**src/rtl/berh_pkg.sv**
```systemverilog
package berh_pkg;
  typedef enum logic [1:0] {K_READ = 2'd0, K_WRITE = 2'd1, K_RMW = 2'd2} kind_e;
  typedef enum logic [1:0] {ST_OK = 2'd0, ST_BERR = 2'd1, ST_RETRY_OK = 2'd2, ST_HALTED = 2'd3} stat_e;
  typedef enum logic [2:0] {S_IDLE, S_GAP, S_RUN, S_LATE, S_PARK, S_EHOLD} fsm_e;
  localparam logic [7:0] BERR_VECTOR = 8'd2;
endpackage

```
**src/rtl/berh_sync.sv**
```systemverilog
module berh_sync #(
  parameter int W = 3,
  parameter int STAGES = 2
) (
  input  logic         clk,
  input  logic         rst,
  input  logic [W-1:0] d,
  output logic [W-1:0] q
);
  for (genvar i = 0; i < W; i++) begin : g_bit
    logic [STAGES-1:0] sh;
    always_ff @(posedge clk) begin
      if (rst) sh <= '0;
      else     sh <= {sh[STAGES-2:0], d[i]};
    end
    assign q[i] = sh[STAGES-1];
  end
endmodule

```
**src/rtl/berh_req_hold.sv**
```systemverilog
module berh_req_hold #(
  parameter int AW  = 23,
  parameter int DW  = 16,
  parameter int FCW = 3
) (
  input  logic           clk,
  input  logic           rst,
  input  logic           load,
  input  logic [1:0]     kind_in,
  input  logic [FCW-1:0] fc_in,
  input  logic [AW-1:0]  addr_in,
  input  logic [DW-1:0]  wdata_in,
  output logic [1:0]     kind_q,
  output logic [FCW-1:0] fc_q,
  output logic [AW-1:0]  addr_q,
  output logic [DW-1:0]  wdata_q
);
  always_ff @(posedge clk) begin
    if (rst) begin
      kind_q  <= '0;
      fc_q    <= '0;
      addr_q  <= '0;
      wdata_q <= '0;
    end else if (load) begin
      kind_q  <= kind_in;
      fc_q    <= fc_in;
      addr_q  <= addr_in;
      wdata_q <= wdata_in;
    end
  end
endmodule

```
**src/rtl/berh_seq.sv**
```systemverilog
module berh_seq
  import berh_pkg::*;
#(
  parameter int DW = 16
) (
  input  logic          clk,
  input  logic          rst,
  input  logic          req_valid,
  input  logic [1:0]    req_kind,
  input  logic [1:0]    kind_q,
  input  logic          a_s,
  input  logic          e_s,
  input  logic          h_s,
  input  logic [DW-1:0] bus_rdata,
  output logic          load,
  output logic          req_ready,
  output logic          as_on,
  output logic          ds_on,
  output logic          rd_phase,
  output logic          addr_oe,
  output logic          data_oe,
  output logic          done_valid,
  output logic [1:0]    done_status,
  output logic [DW-1:0] done_rdata,
  output logic          exc_req,
  output logic          exc_rmw_wr,
  output logic          proto_viol
);
  fsm_e          state_q;
  logic          wr_ph_q, retried_q, e_prev_q;
  stat_e         status_q;
  logic [DW-1:0] rdata_q;
  logic          rmw, driving;

  assign rmw       = (kind_q == K_RMW);
  assign req_ready = (state_q == S_IDLE) && !h_s;
  assign load      = req_ready && req_valid;
  assign driving   = (state_q == S_RUN) || (state_q == S_LATE) || (state_q == S_GAP);
  assign ds_on     = (state_q == S_RUN) || (state_q == S_LATE);
  assign as_on     = ds_on || ((state_q == S_GAP) && rmw && wr_ph_q);
  assign addr_oe   = driving;
  assign data_oe   = driving && wr_ph_q;
  assign rd_phase  = !wr_ph_q;
  assign done_status = status_q;
  assign done_rdata  = rdata_q;

  always_ff @(posedge clk) begin
    if (rst) begin
      state_q    <= S_IDLE;
      wr_ph_q    <= 1'b0;
      retried_q  <= 1'b0;
      e_prev_q   <= 1'b0;
      status_q   <= ST_OK;
      rdata_q    <= '0;
      done_valid <= 1'b0;
      exc_req    <= 1'b0;
      exc_rmw_wr <= 1'b0;
      proto_viol <= 1'b0;
    end else begin
      done_valid <= 1'b0;
      exc_req    <= 1'b0;
      exc_rmw_wr <= 1'b0;
      proto_viol <= 1'b0;
      e_prev_q   <= e_s;
      case (state_q)
        S_IDLE: if (load) begin
          state_q   <= S_GAP;
          wr_ph_q   <= (req_kind == K_WRITE);
          retried_q <= 1'b0;
        end
        S_GAP: if (!a_s && !e_s) state_q <= S_RUN;
        S_RUN, S_LATE: begin
          if (e_s) begin
            state_q <= (h_s && !rmw) ? S_PARK : S_EHOLD;
          end else if (state_q == S_RUN) begin
            if (a_s) begin
              state_q <= S_LATE;
              if (!wr_ph_q) rdata_q <= bus_rdata;
            end
          end else if (rmw && !wr_ph_q) begin
            wr_ph_q <= 1'b1;
            state_q <= S_GAP;
          end else begin
            state_q    <= S_IDLE;
            done_valid <= 1'b1;
            status_q   <= retried_q ? ST_RETRY_OK : ST_OK;
          end
        end
        S_PARK: if (!h_s) begin
          if (!e_s && !e_prev_q) begin
            retried_q <= 1'b1;
            state_q   <= S_GAP;
          end else begin
            state_q    <= S_IDLE;
            done_valid <= 1'b1;
            status_q   <= ST_HALTED;
            proto_viol <= 1'b1;
          end
        end
        S_EHOLD: if (!e_s) begin
          state_q    <= S_IDLE;
          done_valid <= 1'b1;
          status_q   <= ST_BERR;
          exc_req    <= 1'b1;
          exc_rmw_wr <= rmw && wr_ph_q;
        end
        default: state_q <= S_IDLE;
      endcase
    end
  end

  assert_single_pulse_R1: assert property (@(posedge clk) disable iff (rst)
    done_valid |=> !done_valid);
  assert_exc_is_berr_R2: assert property (@(posedge clk) disable iff (rst)
    exc_req |-> (done_valid && done_status == ST_BERR));
  assert_rmw_no_park_R6: assert property (@(posedge clk) disable iff (rst)
    (state_q == S_PARK) |-> (kind_q != K_RMW));
  assert_exc_after_err_low_R7: assert property (@(posedge clk) disable iff (rst)
    exc_req |-> !$past(e_s));
  assert_halt_blocks_R8: assert property (@(posedge clk) disable iff (rst)
    (state_q == S_IDLE && h_s) |=> (state_q == S_IDLE));
  assert_viol_no_exc_R9: assert property (@(posedge clk) disable iff (rst)
    proto_viol |-> (!exc_req && done_status == ST_HALTED));
endmodule

```
**src/rtl/bus_err_retry_ctrl.sv**
```systemverilog
module bus_err_retry_ctrl
  import berh_pkg::*;
#(
  parameter int AW  = 23,
  parameter int DW  = 16,
  parameter int FCW = 3
) (
  input  logic           clk,
  input  logic           rst,
  input  logic           req_valid,
  output logic           req_ready,
  input  logic [1:0]     req_kind,
  input  logic [FCW-1:0] req_fc,
  input  logic [AW-1:0]  req_addr,
  input  logic [DW-1:0]  req_wdata,
  output logic           bus_as,
  output logic           bus_ds,
  output logic           bus_rw,
  output logic [FCW-1:0] bus_fc,
  output logic [AW-1:0]  bus_addr,
  output logic           bus_addr_oe,
  output logic [DW-1:0]  bus_wdata,
  output logic           bus_data_oe,
  input  logic [DW-1:0]  bus_rdata,
  input  logic           bus_ack,
  input  logic           bus_err,
  input  logic           bus_halt,
  output logic           done_valid,
  output logic [1:0]     done_status,
  output logic [DW-1:0]  done_rdata,
  output logic           exc_req,
  output logic [7:0]     exc_vector,
  output logic           exc_rmw_wr,
  output logic           proto_viol
);
  localparam int NSYNC = 3;
  logic [NSYNC-1:0] raw_in, syn_q;
  logic             load;
  logic [1:0]       kind_q;

  assign raw_in     = {bus_halt, bus_err, bus_ack};
  assign exc_vector = BERR_VECTOR;

  berh_sync #(.W(NSYNC), .STAGES(2)) u_sync (
    .clk(clk), .rst(rst), .d(raw_in), .q(syn_q)
  );

  berh_req_hold #(.AW(AW), .DW(DW), .FCW(FCW)) u_hold (
    .clk(clk), .rst(rst), .load(load),
    .kind_in(req_kind), .fc_in(req_fc), .addr_in(req_addr), .wdata_in(req_wdata),
    .kind_q(kind_q), .fc_q(bus_fc), .addr_q(bus_addr), .wdata_q(bus_wdata)
  );

  berh_seq #(.DW(DW)) u_seq (
    .clk(clk), .rst(rst), .req_valid(req_valid), .req_kind(req_kind), .kind_q(kind_q),
    .a_s(syn_q[0]), .e_s(syn_q[1]), .h_s(syn_q[2]), .bus_rdata(bus_rdata),
    .load(load), .req_ready(req_ready), .as_on(bus_as), .ds_on(bus_ds), .rd_phase(bus_rw),
    .addr_oe(bus_addr_oe), .data_oe(bus_data_oe),
    .done_valid(done_valid), .done_status(done_status), .done_rdata(done_rdata),
    .exc_req(exc_req), .exc_rmw_wr(exc_rmw_wr), .proto_viol(proto_viol)
  );

  assert_replay_fields_R4: assert property (@(posedge clk) disable iff (rst)
    (!req_ready && !done_valid && $past(!req_ready)) |-> ($stable(bus_addr) && $stable(bus_fc) && $stable(bus_wdata)));
endmodule

```
**config.mk**
```make
export PLATFORM = sky130hd
export DESIGN_NAME = bus_err_retry_ctrl
export DESIGN_NICKNAME = d
export VERILOG_FILES = /design/src/rtl/berh_pkg.sv /design/src/rtl/berh_sync.sv /design/src/rtl/berh_req_hold.sv /design/src/rtl/berh_seq.sv /design/src/rtl/bus_err_retry_ctrl.sv
export SDC_FILE = /design/constraint.sdc
export NUM_CORES = 1
export LEC_CHECK = 0
export CORE_ASPECT_RATIO = 1.25
export CORE_MARGIN = 4
export CORE_UTILIZATION = 40
export DETAILED_ROUTE_END_ITERATION = 7
export PLACE_DENSITY = 0.84
export SETUP_SLACK_MARGIN = 0.4
export SLEW_MARGIN = 20
export SYNTH_ARGS = -nofsm -noshare
export SYNTH_HDL_FRONTEND = slang
export SYNTH_SLANG_ARGS = --single-unit
```
**constraint.sdc**
```tcl
create_clock -name clk -period 1.6 [get_ports clk]
set_input_delay 0.48 -clock clk [delete_from_list [all_inputs] [get_ports clk]]
set_output_delay 0.48 -clock clk [all_outputs]
set_load 0.1 [all_outputs]
```
==> metrics.md, run 1 <==
| Metric | Value |
|---|---|
| IO Port Bufs | `135` |
| Seq/Total Area, Yosys | `0.529` |
| Post-Synth XOR/XNOR Area | `0` |
| GPL Wtd Cong | `0.884` |
| Dpl cells | `577` |
| Post-Synth Adder-Cell Area | `0` |
| Row count | `34` |
| Syn Area/Cell | `8.20 µm²` |
| Initial Util | `0.418` |
| Post-synth ARST share | `0` |
| Top Ports | `144` |
| Setup bufs post-CTS | `51` |
| Clock root buffer master | `clkbuf_8` |
| Die W | `84.8 µm` |
| Synth Area in Compound Gates | `0.147` |
| Mux contribution to synthesized area | `0.00339` |
| Post_cts resized | `201` |
| Status | `aborted with a tool error` |
| Post-synth top cells | `nand2_1, dfxtp_1, a21oi_1` |
| Clock sink total | `78` |
| Main synth FF type | `dfxtp_1` |
| Synthesized area | `2950 µm²` |
| Yosys top cell area share | `0.529` |
| CTS Hold Buffers Added | `0` |
| Clock Path Buffers | `2` |
| Die span in y | `104 µm` |
| Syn Inst Count | `360` |
| Synth area leaders | `dfxtp_1, nand2_1, a21oi_1` |
| Cts bufs inserted | `9` |
| Yosys warning total | `0` |
| H-tree levels | `3` |
| Largest family of logic cells by synthesized area | `simple AND/OR/NAND/NOR gates` |
| Number of enable flip-flop cells after synthesis | `0` |
| Count leader, synth | `nand2_1` |
| Last stage | `clock tree synthesis` |
| DP Wirelength | `6920 µm` |
| Post-synthesis register bit count | `78` |
| Simple-Gate Fraction of Synth Area | `0.237` |
| Error msg | `[ERROR DPL-0033] detailed placement checks failed during check placement.` |
| Synth unique cells | `35` |
| Dominant cell type by area after synthesis | `dfxtp_1` |
cells by family after synthesis:
kind of cell,Yosys count
AND/OR/NAND/NOR,163
AO/OA/AOI/OAI,79
flip-flops,78
buffers and inverters,37
other,2
multiplexers,1
through the flow:
stage,utilization,instance area [µm²],worst slack (ps)
after detailed placement,0.739,5220,-215
after floorplan,-,3130,-757
after global placement,0.739,5220,-128
==> run 2, diff against run 1 <==
--- a/config.mk
+++ b/config.mk
@@ -5,12 +5,10 @@
 export SDC_FILE = /design/constraint.sdc
 export NUM_CORES = 1
 export LEC_CHECK = 0
-export CORE_ASPECT_RATIO = 1.25
 export CORE_MARGIN = 4
-export CORE_UTILIZATION = 40
+export CORE_UTILIZATION = 30
 export DETAILED_ROUTE_END_ITERATION = 7
-export PLACE_DENSITY = 0.84
-export SETUP_SLACK_MARGIN = 0.4
+export PLACE_DENSITY_LB_ADDON = 0.15
 export SLEW_MARGIN = 20
 export SYNTH_ARGS = -nofsm -noshare
 export SYNTH_HDL_FRONTEND = slang
==> run 2 against run 1 <==
The flow now finishes, with violations (negative setup slack). Area after synthesis stayed put. Synthesized cell count unchanged.
==> metrics.md, run 2 <==
| Metric | Value |
|---|---|
| Sw power | `2630 µW` |
| Die W | `107 µm (was 84.8 µm)` |
| Crit Reg-Reg Endpoint | `u_hold.addr_q[5]` |
| Sw frac | `0.389` |
| Yosys warning total | `0 (unchanged)` |
| Core box area | `9420 µm²` |
| Syn Inst Count | `360 (unchanged)` |
| Routed Antenna Nets | `0` |
| Die span in y | `107 µm (was 104 µm)` |
| Vias | `2915` |
| Final wirelength | `9200 µm` |
| Fin cells | `648` |
| Final Power | `6750 µW` |
| Final setup TNS | `-1330 ps` |
| CTS tree | `done` |
| Antenna Cells | `0` |
| Post-synth top cells | `nand2_1, dfxtp_1, a21oi_1 (unchanged)` |
| Hold depth | `1` |
| RSZ-0062 raised after global routing | `true` |
| Maximum fanout along the worst path | `5` |
| Seq/Total Area, Yosys | `0.529 (unchanged)` |
| GPL Wtd Cong | `0.842 (was 0.884)` |
| Top Ports | `144 (unchanged)` |
| CP Buf/Inv Count | `1` |
| Critical Path RT | `1120 ps` |
| Initial DRC Count | `39` |
| Remaining Overflow, GRT | `0` |
| Setup-failing EPs final | `31` |
| Clk_skew | `18.0 ps` |
| H-tree levels | `3 (unchanged)` |
| Row count | `35 (was 34)` |
| First-pass GRT wire length | `13400 µm` |
| Final hold violation count | `0` |
| Avg WL per Cell | `14.2 µm` |
| Dominant cell type by area after synthesis | `dfxtp_1 (unchanged)` |
| Commonest non-fill, non-tap cell in the layout | `nand2_1` |
| Clock root buffer master | `clkbuf_8 (unchanged)` |
| Fmax | `557 MHz` |
| Yosys top cell area share | `0.529 (unchanged)` |
| Min-Delay Path Class | `reg2reg` |
| Reg clk slew, reported paths | `80 ps` |
| Max reg flops | `23` |
| Logic pwr share | `0.420` |
| Slew Viols, Final | `0` |
| Crit-path cells | `nor4_4 -> buf_12` |
| Antenna violations before repair | `0` |
| Main synth FF type | `dfxtp_1 (unchanged)` |
| Syn Area/Cell | `8.20 µm² (unchanged)` |
| Clock Path Buffers | `2 (unchanged)` |
| Clk Latency, worst-skew pair | `350 ps` |
| Synth unique cells | `35 (unchanged)` |
| Drt first pass iters | `4` |
| Drc violations | `0` |
| Peak supply drop | `0.578 mV` |
| Die area | `11500 µm²` |
| Vias per cell | `4.50` |
| GR Util All Layers | `0.146` |
| Post-synthesis register bit count | `78 (unchanged)` |
| Final min period | `1800 ps` |
| Clock sink total | `78 (unchanged)` |
| R2r setup slk | `-50 ps` |
| DP Wirelength | `6210 µm (was 6920 µm)` |
| Max incr delay on CP | `380 ps` |
| Area occupied by multi-input gates | `1610 µm²` |
| Share of layout cells above drive strength 1 | `0.426` |
| FF/Latch Area | `1580 µm²` |
| Largest net degree at the start of global routing | `32` |
| Top delay family on crit path | `simple AND/OR/NAND/NOR gates` |
| Max-Cap Viols | `0` |
| Failing checks | `negative setup slack` |
| Hold path startpoint | `u_sync.g_bit[1].sh[0]` |
| Vias in the first global route | `2759` |
| CP arrival | `1320 ps` |
| Synthesized area | `2950 µm² (unchanged)` |
| IO Port Bufs | `135 (unchanged)` |
| Final #Nets | `580` |
| Count leader, synth | `nand2_1 (unchanged)` |
| Cts bufs inserted | `9 (unchanged)` |
| Clock power share | `0.249` |
| Hold Path Sink | `u_sync.g_bit[1].sh[1]` |
| Post-synth ARST share | `0 (unchanged)` |
| Sequential Power Share | `0.331` |
| Dpl cells | `619 (was 577)` |
| Number of enable flip-flop cells after synthesis | `0 (unchanged)` |
| CTS Hold Buffers Added | `0 (unchanged)` |
| Slowest cell on the critical path | `nor4_4` |
| Leakage power | `0.00236 µW` |
| Initial Util | `0.313 (was 0.418)` |
| Synth area leaders | `dfxtp_1, nand2_1, a21oi_1 (unchanged)` |
| Power density over cell area | `1120 nW/µm²` |
| Fillers | `760` |
| Most flop-heavy register | `u_hold.addr_q` |
| FF-to-FF path depth | `6` |
| Area Overhead vs Synth | `105%` |
| Setup CP Type | `reg2out` |
| Most frequent cells in the layout | `nand2_1, buf_12, dfxtp_1` |
| Crit path launch type | `register` |
| Worst Setup End Kind | `primary output` |
| RR Startpoint | `u_seq.state_q[2]` |
| Setup ws final | `-196 ps` |
| Cell Int Power | `4120 µW` |
| Final worst-path cycle share | `1.12` |
| Status | `finished with violations (was aborted with a tool error)` |
-- run 2: kinds of logic after synthesis --
| logic type | synth area share |
|---|---|
| AOI/OAI and AO/OA | 0.147 |
| buffers and inverters | 0.0810 |
| DFF | 0.529 |
| muxes | 0.00339 |
| other | 0.00255 |
| and+or+nand+nor | 0.237 |
-- run 2: worst max-delay path by stage --
stage	start	endpoint	cells past startpoint
4_1_cts	u_hold.kind_q[1]	bus_as	4
6_report	u_seq.state_q[2]	req_ready	2
3_5_place_dp	req_valid	u_hold.wdata_q[15]	5
5_1_grt	u_seq.state_q[2]	req_ready	2
2_1_floorplan	u_seq.state_q[2]	u_hold.addr_q[20]	6
3_3_place_gp	req_valid	u_hold.addr_q[19]	5
-- run 2: metrics by stage --
| stage | hold WS, ps | util | cell area [µm²] | setup slack [ps] |
|---|---|---|---|---|
| 2_1_floorplan | 414 | - | 3030 | -764 |
| 3_3_place_gp | 422 | 0.553 | 5200 | -39.0 |
| 3_5_place_dp | 420 | 0.553 | 5200 | -90.0 |
| 4_1_cts | 449 | 0.586 | 5520 | -222 |
| 5_1_grt | 473 | 0.643 | 6050 | -250 |
| 6_report | 449 | 0.643 | 6050 | -196 |
-- run 2: per-layer routing --
| metal | vias up | global-route usage | part of all wire |
|---|---|---|---|
| met2 | 90 | 0.244 | 0.52 |
| met1 | 1358 | 0.165 | 0.39 |
| met4 | 0 | 0.0384 | 0.0087 |
| met5 | - | 0 | 0 |
| met3 | 6 | 0.0710 | 0.087 |
| li1 | 1461 | - | - |
-- run 2: worst register-to-register path: cells and delay by family (launching register included) --
kind | cells | cell delay, ps
buffers and inverters | 2 | 410
AND/OR/NAND/NOR | 3 | 710
flip-flops | 1 | 370
AO/OA/AOI/OAI | 1 | 100
-- run 2: power by group through the flow --
stage               logic [µW]  registers (µW)  clock network, µW
finish                    2830            2240               1680
global route              2960            2260               1830
CTS                       2510            2230               1750
detailed placement        2460            2280                  0
global placement          2440            2270                  0
floorplan                  812            2980                  0
-- run 2: repair_timing --
item / 4_1_cts / 5_1_grt
gates resized for setup: 13 / 114
setup endpoints to repair: 6 / 49
gates cloned: 0 / 5
pin swaps: 3 / 66
setup buffers: 7 / 4
-- run 2: layout make-up --
type / instances / share of cell area
Timing Repair Buffer: 170 / 0.404
Tap cell: 129 / 0.0267
Multi-Input combinational cell: 251 / 0.267
Sequential cell: 78 / 0.261
Clock inverter: 6 / 0.0155
Clock buffer: 10 / 0.0227
Inverter: 4 / 0.00310
Power figures use the tool's default switching activity.
